### src/rtl/sptx_pkg.sv
// Package: shared slot classification for the serial pixel transmitter.
// Assumes slot 0 is start, 1..DATA_BITS are data, DATA_BITS+1 is stop.
package sptx_pkg;

    typedef enum logic [1:0] {
        SK_START = 2'd0,
        SK_DATA  = 2'd1,
        SK_STOP  = 2'd2,
        SK_IDLE  = 2'd3
    } slot_kind_e;

    // Classify a slot number for a frame with the given data width.
    function automatic slot_kind_e kind_of(input int unsigned slot,
                                           input int unsigned data_bits);
        if (slot == 0)                return SK_START;
        else if (slot <= data_bits)   return SK_DATA;
        else if (slot == data_bits+1) return SK_STOP;
        else                          return SK_IDLE;
    endfunction

endpackage

### src/rtl/sptx_slot_counter.sv
// Module: bit-slot counter. Holds the idle code while transmit is off and
// steps one slot per baud tick, wrapping stop back to start.
// Assumes baud_tick is a single-clock strobe.
module sptx_slot_counter #(
    parameter int unsigned DATA_BITS = 8,
    parameter int unsigned SLOT_W    = $clog2(DATA_BITS + 3)
) (
    input  logic              clk,
    input  logic              rst_n,
    input  logic              baud_tick,
    input  logic              tx_en,
    output logic [SLOT_W-1:0] slot_q,
    output logic [SLOT_W-1:0] slot_nxt,
    output logic              step
);
    localparam logic [SLOT_W-1:0] IDLE_CODE = '1;
    localparam logic [SLOT_W-1:0] STOP_CODE = SLOT_W'(DATA_BITS + 1);

    // Next slot: idle and stop both lead to start.
    always_comb begin
        if (slot_q == IDLE_CODE || slot_q == STOP_CODE) slot_nxt = '0;
        else                                            slot_nxt = slot_q + SLOT_W'(1);
    end

    assign step = baud_tick & tx_en;

    // Slot register: reset or disabled forces idle, otherwise advance on tick.
    always_ff @(posedge clk) begin
        if (!rst_n)         slot_q <= IDLE_CODE;
        else if (!tx_en)    slot_q <= IDLE_CODE;
        else if (baud_tick) slot_q <= slot_nxt;
    end

    a_r1_hold_idle: assert property (@(posedge clk) disable iff (!rst_n)
        !tx_en |=> slot_q == IDLE_CODE);

    a_r3_one_step: assert property (@(posedge clk) disable iff (!rst_n)
        (step && slot_q != IDLE_CODE && slot_q != STOP_CODE)
        |=> slot_q == $past(slot_q) + SLOT_W'(1));

    a_r3_wrap: assert property (@(posedge clk) disable iff (!rst_n)
        (step && slot_q == STOP_CODE) |=> slot_q == '0);

endmodule

### src/rtl/sptx_fetch_ctrl.sv
// Module: fetch decision. At each tick it decides whether the slot after
// the one being entered needs a fresh pixel, and applies the row-end latch,
// the dummy stop-slot fetch and the wide-mode alternation.
// Assumes ticks are at least two clocks apart.
module sptx_fetch_ctrl #(
    parameter int unsigned DATA_BITS = 8,
    parameter int unsigned SLOT_W    = $clog2(DATA_BITS + 3)
) (
    input  logic              clk,
    input  logic              rst_n,
    input  logic              tx_en,
    input  logic              step,
    input  logic [SLOT_W-1:0] slot_nxt,
    input  logic              row_end,
    input  logic              wide_mode,
    output logic              fetch_ok,
    output logic              fetch_pend
);
    localparam logic [SLOT_W-1:0] LAST_PRE  = SLOT_W'(DATA_BITS);
    localparam logic [SLOT_W-1:0] STOP_CODE = SLOT_W'(DATA_BITS + 1);

    logic row_lock;
    logic at_start, feeds_data, blocked, fresh, dummy;

    // Decide what the coming slot requires.
    always_comb begin
        at_start   = (slot_nxt == '0);
        feeds_data = (slot_nxt < LAST_PRE);
        blocked    = row_end | (row_lock & ~at_start);
        fresh      = feeds_data & ~blocked & ~(wide_mode & slot_nxt[0]);
        dummy      = (slot_nxt == STOP_CODE) & blocked;
    end

    // Fetch strobe, capture marker and row-end latch, all updated on ticks.
    always_ff @(posedge clk) begin
        if (!rst_n || !tx_en) begin
            fetch_ok   <= 1'b0;
            fetch_pend <= 1'b0;
            row_lock   <= 1'b0;
        end else if (step) begin
            fetch_ok   <= fresh | dummy;
            fetch_pend <= fresh;
            if (at_start)                 row_lock <= row_end;
            else if (slot_nxt <= LAST_PRE) row_lock <= row_lock | row_end;
        end else begin
            fetch_ok <= 1'b0;
        end
    end

    a_r5_single_pulse: assert property (@(posedge clk) disable iff (!rst_n)
        fetch_ok |=> !fetch_ok);

    a_r6_latched_block: assert property (@(posedge clk) disable iff (!rst_n)
        (step && row_lock && feeds_data && !at_start) |=> !fetch_ok);

endmodule

### src/rtl/sptx_bit_driver.sv
// Module: serial line register. Drives start, data or stop on each tick,
// holding the last fetched pixel for repeated slots.
// Assumes pix_in is valid at any tick that follows an issued fetch.
module sptx_bit_driver #(
    parameter int unsigned DATA_BITS = 8,
    parameter int unsigned SLOT_W    = $clog2(DATA_BITS + 3)
) (
    input  logic              clk,
    input  logic              rst_n,
    input  logic              tx_en,
    input  logic              step,
    input  logic [SLOT_W-1:0] slot_nxt,
    input  logic              fetch_pend,
    input  logic              pix_in,
    output logic              ser_out
);
    import sptx_pkg::*;

    logic       pix_hold;
    slot_kind_e kind;

    // Classify the slot being entered.
    always_comb kind = kind_of(32'(slot_nxt), DATA_BITS);

    // Line and pixel-hold registers.
    always_ff @(posedge clk) begin
        if (!rst_n) begin
            ser_out  <= 1'b1;
            pix_hold <= 1'b0;
        end else if (!tx_en) begin
            ser_out <= 1'b1;
        end else if (step) begin
            unique case (kind)
                SK_START: ser_out <= 1'b0;
                SK_DATA: begin
                    ser_out <= fetch_pend ? pix_in : pix_hold;
                    if (fetch_pend) pix_hold <= pix_in;
                end
                default:  ser_out <= 1'b1;
            endcase
        end
    end

    a_r1_idle_high: assert property (@(posedge clk) disable iff (!rst_n)
        !tx_en |=> ser_out);

    a_r3_line_quiet: assert property (@(posedge clk) disable iff (!rst_n)
        (tx_en && !step) |=> $stable(ser_out));

endmodule

### src/rtl/sptx_top.sv
// Module: serial pixel frame transmitter top. Ties the slot counter, fetch
// decision and line driver together and exports frame status.
// Assumes baud_tick strobes are at least two clocks apart.
module sptx_top #(
    parameter int unsigned DATA_BITS = 8,
    parameter int unsigned SLOT_W    = $clog2(DATA_BITS + 3)
) (
    input  logic              clk,
    input  logic              rst_n,
    input  logic              baud_tick,
    input  logic              tx_en,
    input  logic              pix_in,
    input  logic              row_end,
    input  logic              wide_mode,
    output logic              ser_out,
    output logic              fetch_ok,
    output logic [SLOT_W-1:0] slot_pos,
    output logic              busy
);
    localparam logic [SLOT_W-1:0] IDLE_CODE = '1;
    localparam logic [SLOT_W-1:0] STOP_CODE = SLOT_W'(DATA_BITS + 1);
    localparam logic [SLOT_W-1:0] LAST_DATA = SLOT_W'(DATA_BITS);

    logic [SLOT_W-1:0] slot_q, slot_nxt;
    logic              step, fetch_pend;

    sptx_slot_counter #(.DATA_BITS(DATA_BITS), .SLOT_W(SLOT_W)) u_slots (
        .clk(clk), .rst_n(rst_n), .baud_tick(baud_tick), .tx_en(tx_en),
        .slot_q(slot_q), .slot_nxt(slot_nxt), .step(step)
    );

    sptx_fetch_ctrl #(.DATA_BITS(DATA_BITS), .SLOT_W(SLOT_W)) u_fetch (
        .clk(clk), .rst_n(rst_n), .tx_en(tx_en), .step(step),
        .slot_nxt(slot_nxt), .row_end(row_end), .wide_mode(wide_mode),
        .fetch_ok(fetch_ok), .fetch_pend(fetch_pend)
    );

    sptx_bit_driver #(.DATA_BITS(DATA_BITS), .SLOT_W(SLOT_W)) u_line (
        .clk(clk), .rst_n(rst_n), .tx_en(tx_en), .step(step),
        .slot_nxt(slot_nxt), .fetch_pend(fetch_pend), .pix_in(pix_in),
        .ser_out(ser_out)
    );

    // Status outputs.
    assign slot_pos = slot_q;
    assign busy     = (slot_q != IDLE_CODE);

    a_r2_start_low: assert property (@(posedge clk) disable iff (!rst_n)
        (slot_q == '0) |-> !ser_out);

    a_r3_stop_high: assert property (@(posedge clk) disable iff (!rst_n)
        (slot_q == STOP_CODE) |-> ser_out);

    a_r5_none_before_stop: assert property (@(posedge clk) disable iff (!rst_n)
        fetch_ok |-> slot_q != LAST_DATA);

    a_r1_no_fetch_idle: assert property (@(posedge clk) disable iff (!rst_n)
        !busy |-> !fetch_ok);

endmodule

### config.mk
export PLATFORM = sky130hd
export DESIGN_NAME = sptx_top
export DESIGN_NICKNAME = d
export VERILOG_FILES = /design/src/rtl/sptx_pkg.sv /design/src/rtl/sptx_slot_counter.sv /design/src/rtl/sptx_fetch_ctrl.sv /design/src/rtl/sptx_bit_driver.sv /design/src/rtl/sptx_top.sv
export SDC_FILE = /design/constraint.sdc
export NUM_CORES = 1
export LEC_CHECK = 0
export BUFFER_PORTS_ARGS = -buffer_cell sky130_fd_sc_hd__buf_2
export CORE_AREA = 2 2 39 41
export CTS_CLUSTER_DIAMETER = 100
export DETAILED_ROUTE_END_ITERATION = 10
export DIE_AREA = 0 0 41 43
export PLACE_DENSITY = 0.68
export SYNTH_ARGS = -nofsm -noshare
export SYNTH_HDL_FRONTEND = slang
export SYNTH_SLANG_ARGS = --single-unit
### constraint.sdc
create_clock -name clk -period 2.3 [get_ports clk]
set_input_delay 0.575 -clock clk [delete_from_list [all_inputs] [get_ports clk]]
set_output_delay 0.575 -clock clk [all_outputs]
set_load 0.02 [all_outputs]
# Yosys cells after proc, flatten, opt, wreduce, memory -nomap -nowiden
# Index checks and enable logic that the tools add are counted.
[word_totals]
regBits = 9
inputBits = 7
output_inout_bits = 7
elab_cells = 47
[classes]
addsub = 1
order_cmp = 3
n_eq_ne = 5
muxes = 8
bitwise_logic = 13
reduce_logical = 11
[ops]
columns = ["op", "count"]
rows = [
  ["== test 4 bit, second input constant", 3],
  ["less-or-equal comparator 4 bit, second input constant", 2],
  ["bitwise AND 1 bit", 6],
  ["adder 4 x 1 -> 4 bit, second input constant", 1],
  ["logical NOT 4 bit", 1],
  ["< comparator 4 bit, second input constant", 1],
  ["2-to-1 mux 1 bit", 4],
  ["2-to-1 mux 2 bit", 2],
  ["2-to-1 mux 4 bit", 1],
  ["!= test 4 bit, second input constant", 1],
  ["NOT 1 bit", 4],
  ["AND reduction 2 bit", 2],
  ["bitwise OR 1 bit", 3],
  ["AND reduction 3 bit", 1],
  ["== test 2 x 1 -> 1 bit, second input constant", 1],
  ["logical NOT 1 bit", 2],
  ["logical NOT 2 bit", 1],
  ["logical OR 1 bit", 2],
  ["case mux 1 bit (2 select lines)", 1],
  ["nonzero test 2 bit", 1],
  ["OR reduction 2 bit", 1],
]

# Longest topological paths before layout
[depth]
word_depth = 11
depth_mapped = 7
mapped_depth_nobuf = 7

# By module
# Synthesis repeated with hierarchy kept, for this count alone.
[unflattened]
cells_unflattened = 66
hier_area_um2 = 563.0
[by_module_without_submodules]
columns = ["mod", "n_inst", "cells_each", "area_per_inst_um2"]
rows = [
  ["sptx_slot_counter", 1, 33, 275.3],
  ["sptx_fetch_ctrl", 1, 20, 161.4],
  ["sptx_bit_driver", 1, 12, 120.1],
  ["sptx_top", 1, 1, 6.3],
]

# Least setup slack after synthesis
# Ideal clock, no wire load.
[synth_path]
kind = "reg2reg"
start = "register u_slots.slot_q[0]"
end = "register u_fetch.fetch_ok"
arrival_ns = 1.881
required_ns = 2.204
slack_ns = 0.323
stages_incl_launch_ff = 7
path_buffers = 0
synth_period_minus_slack_ns = 1.977
path_cell_list = "dfxtp_1 ha_1 xnor2_1 a32oi_1 a221o_1 or3_4 o41ai_2"
[synth_via]
elab_chain_cells = 11
elab_cells_between_ends = 18
cone_classes = "add/sub: 1; order compare: 1; eq/ne: 3; mux: 1; bitwise: 10; reduce/logical: 2"
[synth_lines]
columns = ["element", "line_no", "text"]
rows = [
  ["start, declared", "sptx_slot_counter.sv:12", "output logic [SLOT_W-1:0] slot_q,"],
  ["start signal, assigned", "sptx_slot_counter.sv:31", "else if (baud_tick) slot_q <= slot_nxt;"],
  ["branches (longest 2 deep; another with adder 4 x 1 -> 4 bit)", "n/a", ""],
  ["2-to-1 mux 4 bit (*)", "sptx_slot_counter.sv:21", "if (slot_q == IDLE_CODE || slot_q == STOP_CODE) slot_nxt = '0;"],
  ["logical NOT 4 bit", "sptx_fetch_ctrl.sv:27", "at_start = (slot_nxt == '0);"],
  ["NOT 1 bit", "sptx_fetch_ctrl.sv:29", "blocked = row_end | (row_lock & ~at_start);"],
  ["bitwise AND 1 bit", "sptx_fetch_ctrl.sv:29", ""],
  ["bitwise OR 1 bit", "sptx_fetch_ctrl.sv:29", ""],
  ["NOT 1 bit", "sptx_fetch_ctrl.sv:30", "fresh = feeds_data & ~blocked & ~(wide_mode & slot_nxt[0]);"],
  ["bitwise AND 1 bit (2 in a row)", "sptx_fetch_ctrl.sv:30", ""],
  ["bitwise OR 1 bit (*)", "sptx_fetch_ctrl.sv:41", "fetch_ok <= fresh | dummy;"],
  ["end signal, assigned", "sptx_fetch_ctrl.sv:41", ""],
  ["end, declared", "sptx_fetch_ctrl.sv:16", "output logic fetch_ok,"],
]
# Every way passes the cells marked *.
# A chain may end at the register's enable or synchronous reset.

# Worst setup path in the final report
# Ends and elaborated chain as after synthesis.

==> flow_summary.ini <==
[job]
maxCapViolations = 0

[finish]
stdcell_count = 99
n_fill_cell = 140
drive_gt1_share_pct = 31.3
syn2layout_area_growth_pct = 14.3
antenna_cells = 0
layout.nets = 93

[placement]
place_ws_ns = 0.307
numPortBuffers = 13
gp_congestion = 0.833
dp_hpwl_um = 901
place_inst = 95

[synth]
syn-mean-instance-area_um2 = 8.63
ys_seq_area_share_pct = 30.3
synth_edf_count = 0
ys_dominant_reg_cell = dfxtp_1
ys_async_sr_fraction_pct = 0
synth_nets = 78
ys_warn_count = 0
yosysUniqueCellTypes = 34
syn_area_um2 = 596
synth_seq_cells = 9
syn_inst = 69

[floorplanning]
die_area_mm2 = 0.00176
core_mm2 = 0.00138
rows = 14
die_h_um = 43
ioPinCount = 14
die_w_um = 41
initial_core_util_pct = 43.0

[detailed_routing]
drc = 0
first_iter_violations = 40
finalWirelength_um = 1150
vias_per_cell = 5.52
antenna_left = 0
vias = 546
dr.pass1.iters = 4
wl_per_cell_um = 11.6

[critical_path]
crit_family = compound AO/OA/AOI/OAI gates
r2r_setup_slack_ns = 0.29
slowest_stage = dfxtp_1
worstSetupPathType = flop to flop
cp_max_fo = 10
crit_required_ns = 2.47
crit_buf_inv = 0
max_stage_delay_ns = 0.51
path_cells = ha_1, xnor2_1, a32oi_1, a221o_1, or3_4, o41ai_2
cp-start-kind = flop
end_kind = flop
arrival_ns = 2.17

[global_route]
grt_overflow = 0
grt_pass1_wl_um = 1960
antenna_found_initial = 0
grt_pass1_vias = 479
grtUsageTotal_pct = 16.5
grt_max_degree = 12

[clock_network]
cts_buffers = 3
htree_levels = 1
cts_tree = done
cts-root-buf = clkbuf_4
cts.repair.resized = 0
cts_setup_buffers = 0
clkLatencyLatePin_ns = 0.26
clockBufferDepth = 2
clk_pin_slew_ns = 0.06
hold_buffers = 0
cts_num_sinks = 9

[sta]
worst_pin_slew_ns = 0.398
timing.hold.ws_ns = 0.456
final-max-slew-violation-count = 0
skew_ns = 0.00827
fmax_mhz = 498
period_share_pct = 87.3
rsz0062_at_grt = false
relSlewSlack_pct = 73.3
setup-tns-final_ns = 0
worst_slack_ns = 0.292
hold_violations = 0
final.min_clock_period_ns = 2.01
finalSetupViolCount = 0

[run_status]
outcome = finished clean

[worst_hold_path]
hold_path.class = flop to flop

[power]
ir_drop_mv = 0.321
power.density_mw_per_mm2 = 557
p_leak_uw = 0.000291
[per-stage QoR]
stage          util (%)  total power (uW)  area [um2]
3_5_place_dp       47.3               263         654
6_report           49.2               379         681
5_1_grt            49.2               402         681
4_1_cts            49.2               384         681
3_3_place_gp       47.3               263         654
2_1_floorplan         -               243         596
[worst paths after layout]
kind                                   startpoint          endpoint  cells past startpoint
worst max-delay path            u_slots.slot_q[0]  u_fetch.fetch_ok                      6
worst min-delay path              u_line.pix_hold   u_line.pix_hold                      2
worst min register to register    u_line.pix_hold   u_line.pix_hold                      2
worst max register to register  u_slots.slot_q[0]  u_fetch.fetch_ok                      6
[cell usage after synthesis (2+ instances only)]
master   number  area (um2)
buf_6         2        22.5
a21oi_1       5        25.0
nand4_1       2        12.5
mux2i_1       2        20.0
ha_1          2        25.0
nor2_1        5        18.8
o21ai_0       5        25.0
dfxtp_1       9         180
inv_1         3        11.3
nand2_1      10        37.5
[routing by layer]
metal / vias up / GRT usage, % / routed length, um
met5: - / 0 / 0
met4: 0 / 2.00 / 8
met3: 2 / 9.42 / 111
met2: 20 / 24.7 / 537
met1: 243 / 20.9 / 490
li1: 281 / - / -
[cells in the final DEF, fill, tap and decap left out, types with 2 or more instances in the layout]
cell type,netlist,final
ha_1,2,2
buf_2,0,13
nand2_1,10,10
nor2_1,5,5
nand4_1,2,2
o21ai_0,5,5
clkbuf_4,0,3
mux2i_1,2,2
inv_1,3,3
a21oi_1,5,5
dfxtp_1,9,9
[state kept, by name, summed over array words and instances, names as in the netlist]
register,flops
u_fetch.fetch_pend,1
u_fetch.fetch_ok,1
u_slots.slot_q,4
u_line.pix_hold,1
u_line.ser_out,1
u_fetch.row_lock,1
[final cells by class]
cell class                      instances  area (um2)  share of cell area [%]
Multi-Input combinational cell         54         378                    55.5
Sequential cell                         9         180                    26.5
Timing Repair Buffer                   13        65.1                    9.56
Tap cell                               16        20.0                    2.94
Inverter                                3        11.3                    1.65
Clock buffer                            4        26.3                    3.86
[logic make-up after synthesis]
kind of cell               Yosys count  synth area share, %
and+or+nand+nor                     25                 22.3
AOI/OAI and AO/OA                   23                 29.6
DFF                                  9                 30.3
buffers and inverters                6                 6.30
muxes                                3                 5.88
adders and majority gates            2                 4.20
xor gates and xnor gates             1                 1.47
[tightest hold or removal path: cells and delay by family, from the launching register on]
kind | cells | cell delay (ns)
and+or+nand+nor | 1 | 0.05
DFF | 1 | 0.30
muxes | 1 | 0.05
[power by group]
group / leakage, uW / total (uW) / internal [uW] / switching, uW
Sequential: 0.0000736 / 172 / 162 / 9.76
Combinational: 0.000202 / 88.6 / 36.2 / 52.5
Clock: 0.0000150 / 119 / 66.7 / 52.1
No activity file was read; power rests on OpenSTA's default activity.
